**src/rtl/lut2_pkg.sv**
```systemverilog
// Shared constants and the decoded-instruction record for the 2-bit
// index table lookup. Assumes 5-bit register numbers and 2-bit indices.
package lut2_pkg;
    localparam int REG_W = 5;
    localparam int IDX_W = 2;
    localparam int SEG_MAX_W = 3;

    typedef struct packed {
        logic                 undef;
        logic                 wide;
        logic [SEG_MAX_W-1:0] seg;
        logic [REG_W-1:0]     rd;
        logic [REG_W-1:0]     rn;
        logic [REG_W-1:0]     rm;
    } dec_t;
endpackage

```
**src/rtl/lut2_decode.sv**
```systemverilog
// Instruction decoder: checks the fixed opcode bits, derives the element
// size and segment number, and extracts register numbers.
// Assumes a 32-bit word; purely combinational.
module lut2_decode
    import lut2_pkg::*;
(
    input  logic [31:0] instr,
    output dec_t        dec
);
    logic fixed_ok;
    logic reserved;

    // Fixed-field match and reserved size/opcode combination.
    always_comb begin
        fixed_ok = (instr[31:24] == 8'h4E) && instr[23] && !instr[21]
                   && !instr[15] && (instr[11:10] == 2'b00);
        reserved = !instr[22] && !instr[12];
    end

    // Field extraction and segment formation.
    always_comb begin
        dec.undef = !fixed_ok || reserved;
        dec.wide  = instr[22];
        dec.seg   = instr[22] ? instr[14:12] : {1'b0, instr[14:13]};
        dec.rd    = instr[4:0];
        dec.rn    = instr[9:5];
        dec.rm    = instr[20:16];
    end
endmodule

```
**src/rtl/lut2_seg_window.sv**
```systemverilog
// Selects one WIN_W-bit segment of the index source by segment number.
// Assumes VEC_W is a multiple of WIN_W.
module lut2_seg_window #(
    parameter int VEC_W = 128,
    parameter int WIN_W = 32,
    parameter int SEG_W = 2
) (
    input  logic [VEC_W-1:0] src,
    input  logic [SEG_W-1:0] seg,
    output logic [WIN_W-1:0] win
);
    localparam int NSEG = VEC_W / WIN_W;

    logic [WIN_W-1:0] segs [NSEG];

    for (genvar g = 0; g < NSEG; g++) begin : g_seg
        assign segs[g] = src[g*WIN_W +: WIN_W];
    end

    // Segment multiplexer.
    always_comb win = segs[seg];
endmodule

```
**src/rtl/lut2_elem_sel.sv**
```systemverilog
// For each EW-bit destination element, picks one of the lowest
// 2**IDX_W table elements using that element's packed index.
// Assumes VEC_W is a multiple of EW.
module lut2_elem_sel #(
    parameter int VEC_W = 128,
    parameter int EW    = 8,
    parameter int IDX_W = 2
) (
    input  logic [(VEC_W/EW)*IDX_W-1:0] win,
    input  logic [(1<<IDX_W)*EW-1:0]    tbl_lo,
    output logic [VEC_W-1:0]            res
);
    localparam int ELEMS = VEC_W / EW;
    localparam int NCAND = 1 << IDX_W;

    logic [EW-1:0] cand [NCAND];

    for (genvar c = 0; c < NCAND; c++) begin : g_cand
        assign cand[c] = tbl_lo[c*EW +: EW];
    end

    for (genvar e = 0; e < ELEMS; e++) begin : g_elem
        assign res[e*EW +: EW] = cand[win[e*IDX_W +: IDX_W]];
    end
endmodule

```
**src/rtl/lut2_vec_lookup.sv**
```systemverilog
// Top level of the 2-bit index table lookup. Decodes the word, computes
// both element-size results every cycle (constant time), and registers
// the chosen result with valid/undefined flags one cycle after in_valid.
// Assumes synchronous active-low reset.
module lut2_vec_lookup
    import lut2_pkg::*;
#(
    parameter int VEC_W = 128
) (
    input  logic             clk,
    input  logic             rst_n,
    input  logic             in_valid,
    input  logic [31:0]      instr,
    input  logic [VEC_W-1:0] tbl,
    input  logic [VEC_W-1:0] idx_src,
    output logic             out_valid,
    output logic             out_undef,
    output logic [VEC_W-1:0] out_result,
    output logic [REG_W-1:0] out_rd,
    output logic [REG_W-1:0] out_rn,
    output logic [REG_W-1:0] out_rm
);
    localparam int EW_B   = 8;
    localparam int EW_H   = 16;
    localparam int WIN_B  = (VEC_W / EW_B) * IDX_W;
    localparam int WIN_H  = (VEC_W / EW_H) * IDX_W;
    localparam int SEGW_B = $clog2(VEC_W / WIN_B);
    localparam int SEGW_H = $clog2(VEC_W / WIN_H);
    localparam int LO_W   = (1 << IDX_W) * EW_H;

    dec_t             dec;
    logic [WIN_B-1:0] win_b;
    logic [WIN_H-1:0] win_h;
    logic [VEC_W-1:0] res_b;
    logic [VEC_W-1:0] res_h;
    logic             unused_tbl_hi;

    assign unused_tbl_hi = ^tbl[VEC_W-1:LO_W];

    lut2_decode dec_i (.instr(instr), .dec(dec));

    lut2_seg_window #(.VEC_W(VEC_W), .WIN_W(WIN_B), .SEG_W(SEGW_B)) win_b_i (
        .src(idx_src), .seg(dec.seg[SEGW_B-1:0]), .win(win_b));

    lut2_seg_window #(.VEC_W(VEC_W), .WIN_W(WIN_H), .SEG_W(SEGW_H)) win_h_i (
        .src(idx_src), .seg(dec.seg[SEGW_H-1:0]), .win(win_h));

    lut2_elem_sel #(.VEC_W(VEC_W), .EW(EW_B), .IDX_W(IDX_W)) sel_b_i (
        .win(win_b), .tbl_lo(tbl[(1<<IDX_W)*EW_B-1:0]), .res(res_b));

    lut2_elem_sel #(.VEC_W(VEC_W), .EW(EW_H), .IDX_W(IDX_W)) sel_h_i (
        .win(win_h), .tbl_lo(tbl[LO_W-1:0]), .res(res_h));

    // Output registers: flags every cycle, payload only on a strobe.
    always_ff @(posedge clk) begin
        if (!rst_n) begin
            out_valid  <= 1'b0;
            out_undef  <= 1'b0;
            out_result <= '0;
            out_rd     <= '0;
            out_rn     <= '0;
            out_rm     <= '0;
        end else begin
            out_valid <= in_valid && !dec.undef;
            out_undef <= in_valid && dec.undef;
            if (in_valid) begin
                out_result <= dec.undef ? '0 : (dec.wide ? res_h : res_b);
                out_rd     <= dec.rd;
                out_rn     <= dec.rn;
                out_rm     <= dec.rm;
            end
        end
    end

    // the two flags are never high together.
    a_r6_flags_exclusive: assert property (@(posedge clk) disable iff (!rst_n)
        !(out_valid && out_undef));

    // a strobe always produces one flag in the next cycle.
    a_r6_strobe_answers: assert property (@(posedge clk) disable iff (!rst_n)
        in_valid |=> (out_valid || out_undef));

    // no strobe, no flags and a held result.
    a_r7_idle_quiet: assert property (@(posedge clk) disable iff (!rst_n)
        !in_valid |=> (!out_valid && !out_undef && $stable(out_result)));

    // 8-bit size with opcode bit clear is undefined.
    a_r2_reserved_undef: assert property (@(posedge clk) disable iff (!rst_n)
        (in_valid && !instr[22] && !instr[12]) |=> out_undef);

    // an undefined word leaves a zero result.
    a_r8_undef_zero: assert property (@(posedge clk) disable iff (!rst_n)
        out_undef |-> (out_result == '0));

    // destination register number follows the strobed word.
    a_r9_rd_passthru: assert property (@(posedge clk) disable iff (!rst_n)
        in_valid |=> (out_rd == $past(instr[4:0])));
endmodule

```
**config.mk**
```make
export PLATFORM = sky130hd
export DESIGN_NAME = lut2_vec_lookup
export DESIGN_NICKNAME = d
export VERILOG_FILES = /design/src/rtl/lut2_pkg.sv /design/src/rtl/lut2_decode.sv /design/src/rtl/lut2_seg_window.sv /design/src/rtl/lut2_elem_sel.sv /design/src/rtl/lut2_vec_lookup.sv
export SDC_FILE = /design/constraint.sdc
export NUM_CORES = 1
export LEC_CHECK = 0
export ABC_AREA = 0
export BUFFER_PORTS_ARGS = -buffer_cell sky130_fd_sc_hd__buf_2
export CORE_MARGIN = 2
export CORE_UTILIZATION = 30
export CTS_CLUSTER_SIZE = 30
export DETAILED_ROUTE_END_ITERATION = 16
export PLACE_DENSITY = 0.53
export SLEW_MARGIN = 20
export SYNTH_ARGS = -nofsm -noshare
export SYNTH_HDL_FRONTEND = slang
export SYNTH_SLANG_ARGS = --single-unit
```
**constraint.sdc**
```tcl
create_clock -name clk -period 5.6 [get_ports clk]
set_input_delay 0.84 -clock clk [delete_from_list [all_inputs] [get_ports clk]]
set_output_delay 0.84 -clock clk [all_outputs]
set_load 0.01 [all_outputs]
```
==> summary.txt <==
All-layer global routing usage - 25.58%
CTS sink cnt - 145
Die Area - 59,540 sq um
Clk buf depth - 2
Setup CP Type - input pin to flop
Vias - 17,591
Worst Hold Depth - 2
Main combinational cell family by area after synthesis - multiplexers
Post-synth EDFFs - 0
WL final - 78,970 microns
Hold-fix buffers, CTS - 0
DRC - 0
Worst vdd ir - 262.9 uV
Synth area leader - mux2i_1
Initial antenna violation count - 19
Number of I/O pins - 436
Static Leak - 9.136 nW
Post-CTS Setup Bufs - 0
Max Clk Rate - 264.9 MHz
Drt wl/cell - 27.19 microns
Mapped Avg Cell Area - 9.057 sq um
Vias in the first global route - 17,170
Reg power frac - 26.8%
Layout cells sized above 1 - 31.56%
Max-slew violation count - 0
Die outline width - 244 microns
Mapped Cells - 1,908
Worst min-delay path category - flop to flop
Final setup skew - 0 ps
Top-count cell post-synth - mux2i_1
Arr. time, crit path - 4160 ps
Final WS setup - 1825 ps
Area of the core - 56,710 sq um
Slew Limit Headroom - 30.77%
Num CTS Buffers - 17
Seq. cell area - 2903 sq um
H-tree lvl count - 4
Post-Synth Simple-Gate Area - 7.204%
Status - finished, final reports clean
Final min period - 3775 ps
Grt total ovfl - 0
Chip height - 244 microns
Unrepaired setup endpoints after global routing - no
Row cnt - 87
R2R setup slack - 4660 ps
Hold_ws - 507.7 ps
Ranking of synthesized cells by area - mux2i_1 33%, dfxtp_1 17%, mux2_2 8.5%
Initial DRC Count - 1,691
Prevailing post-synth register cell - dfxtp_1
Net Sw Frac - 39.12%
CP Capture Type - flop
Initial core utilization - 30.47%
ANT nets after route - 0
Syn-to-layout area delta - 14.97%
Post-synthesis mux area share - 45.62%
NetSw - 1.521 mW
TritonCTS clock tree - built
First-pass GRT wire length - 115,200 microns
Async set-or-reset flop fraction in the synthesized netlist - 0%
Worst Path Required - 5990 ps
Actual slew at the worst max-slew pin - 1038 ps
Setup TNS - 0 ps
Cell Pwr Density - 195.7 nW/um^2
Multi-input combinational cell area - 13,010 sq um
Top cell type's share of synthesized area - 32.84%
First-pass iteration count of the detailed router - 5
RePlAce Congestion - 0.8622
Syn_nets - 2,199
Hpwl dp - 55,710 microns
Sequential area share after synthesis - 16.80%
Synth Area in XOR/XNOR - 0%
Layout fillers - 5,836
Worst-path clk slew - 70 ps
CP Max Fanout - 41
Core Util, Final - 35.03%
Synthesized flop and latch total - 145
Root buf cell - clkbuf_16
PortBufs - 371
Final Setup Violations - 0
Post_cts resized - 0
Largest net degree at the start of global routing - 121
DP Worst Slack - 1502 ps
Worst-skew pair later-pin latency - 470 ps
Synth Cell Area - 17,280 sq um
Maxcap violations - 0
Adder-cell share of the synthesized area - 0%
Clock power frac - 30.9%
Reg2Reg Depth - 3
Synth Area in Compound Gates - 22.10%
Fin. Hold Viols - 0
Post-synthesis cell type count - 71
Fin crit share - 67.41%
Number of nets in the final layout - 2,407
Most common library cells after synthesis - 567 x mux2i_1, 145 x dfxtp_1, 131 x mux2_2, 111 x nand2_1, 106 x clkbuf_1
Yosys Warn Count - 0
Pint - 2.368 mW
Logic pwr share - 42.3%
Vias per std cell - 6.058
Total power after layout - 3.889 mW
Worst setup SP type - input pin
worst max-delay path, stage by stage:
cell and delay, ps:
buf_2 630, nor2_1 400, buf_4 310, nand2_1 260
a21oi_1 100, nor4_1 620, o21ai_1 460, o22a_1 340
o21ai_0 160
area by class of cell:
type,instances,share of cell area [%]
clock buffer,17,2.141
inverter,10,0.1889
multi-input combinational,1510,65.50
tap,756,4.761
antenna,19,0.2393
sequential,145,14.61
clock inverter,15,0.7494
timing repair buffer,432,11.81
registers in the layout (all words and copies together) (netlist names):
register	flops
out_result	128
out_rd	5
out_rm	5
out_rn	5
out_undef	1
out_valid	1
through the flow:
| step | std cells | area [sq um] |
|---|---|---|
| 6_report | 2904 | 19870 |
| 4_1_cts | 2885 | 19820 |
| 2_1_floorplan | 1908 | 17280 |
| 3_5_place_dp | 2853 | 19250 |
| 5_1_grt | 2903 | 19870 |
| 3_3_place_gp | 2853 | 19250 |
cell families after synthesis:
logic type      Yosys count
mux                     731
compound gates          511
flops                   145
buf+inv                 253
simple gates            268
power by group through the flow:
stage | sequential [mW] | clock [mW] | combinational [mW]
6_report | 1.04 | 1.20 | 1.65
5_1_grt | 1.04 | 1.26 | 1.74
4_1_cts | 1.04 | 1.22 | 1.62
3_5_place_dp | 1.06 | 0 | 1.62
3_3_place_gp | 1.06 | 0 | 1.58
2_1_floorplan | 1.07 | 0 | 1.19
metal layers:
metal  global-route usage [%]  vias up  part of all wire, %
met3                    5.290      172                  7.2
li1                         -     7767                    -
met5                        0        -                    0
met1                    32.32     8831                   42
met4                    12.98        0                  4.6
met2                    41.13      821                   47
cells in the final DEF (no fill, tap or decap), drive strengths merged, types with 36 or more instances in the layout:
cell type,count
dfxtp,145
mux2i,567
o21ai,100
a22oi,79
nor2,72
buf,432
nand2,112
a2bb2oi,41
a21oi,36
o211ai,97
o22ai,38
mux2,132
worst paths after layout:
kind                   startpoint               to
hold reg to reg   out_result[107]  out_result[107]
hold / removal    out_result[107]  out_result[107]
setup / recovery        instr[14]  out_result[127]
setup reg to reg   out_result[10]   out_result[10]
Note: power is estimated with default switching activity, not from simulation.
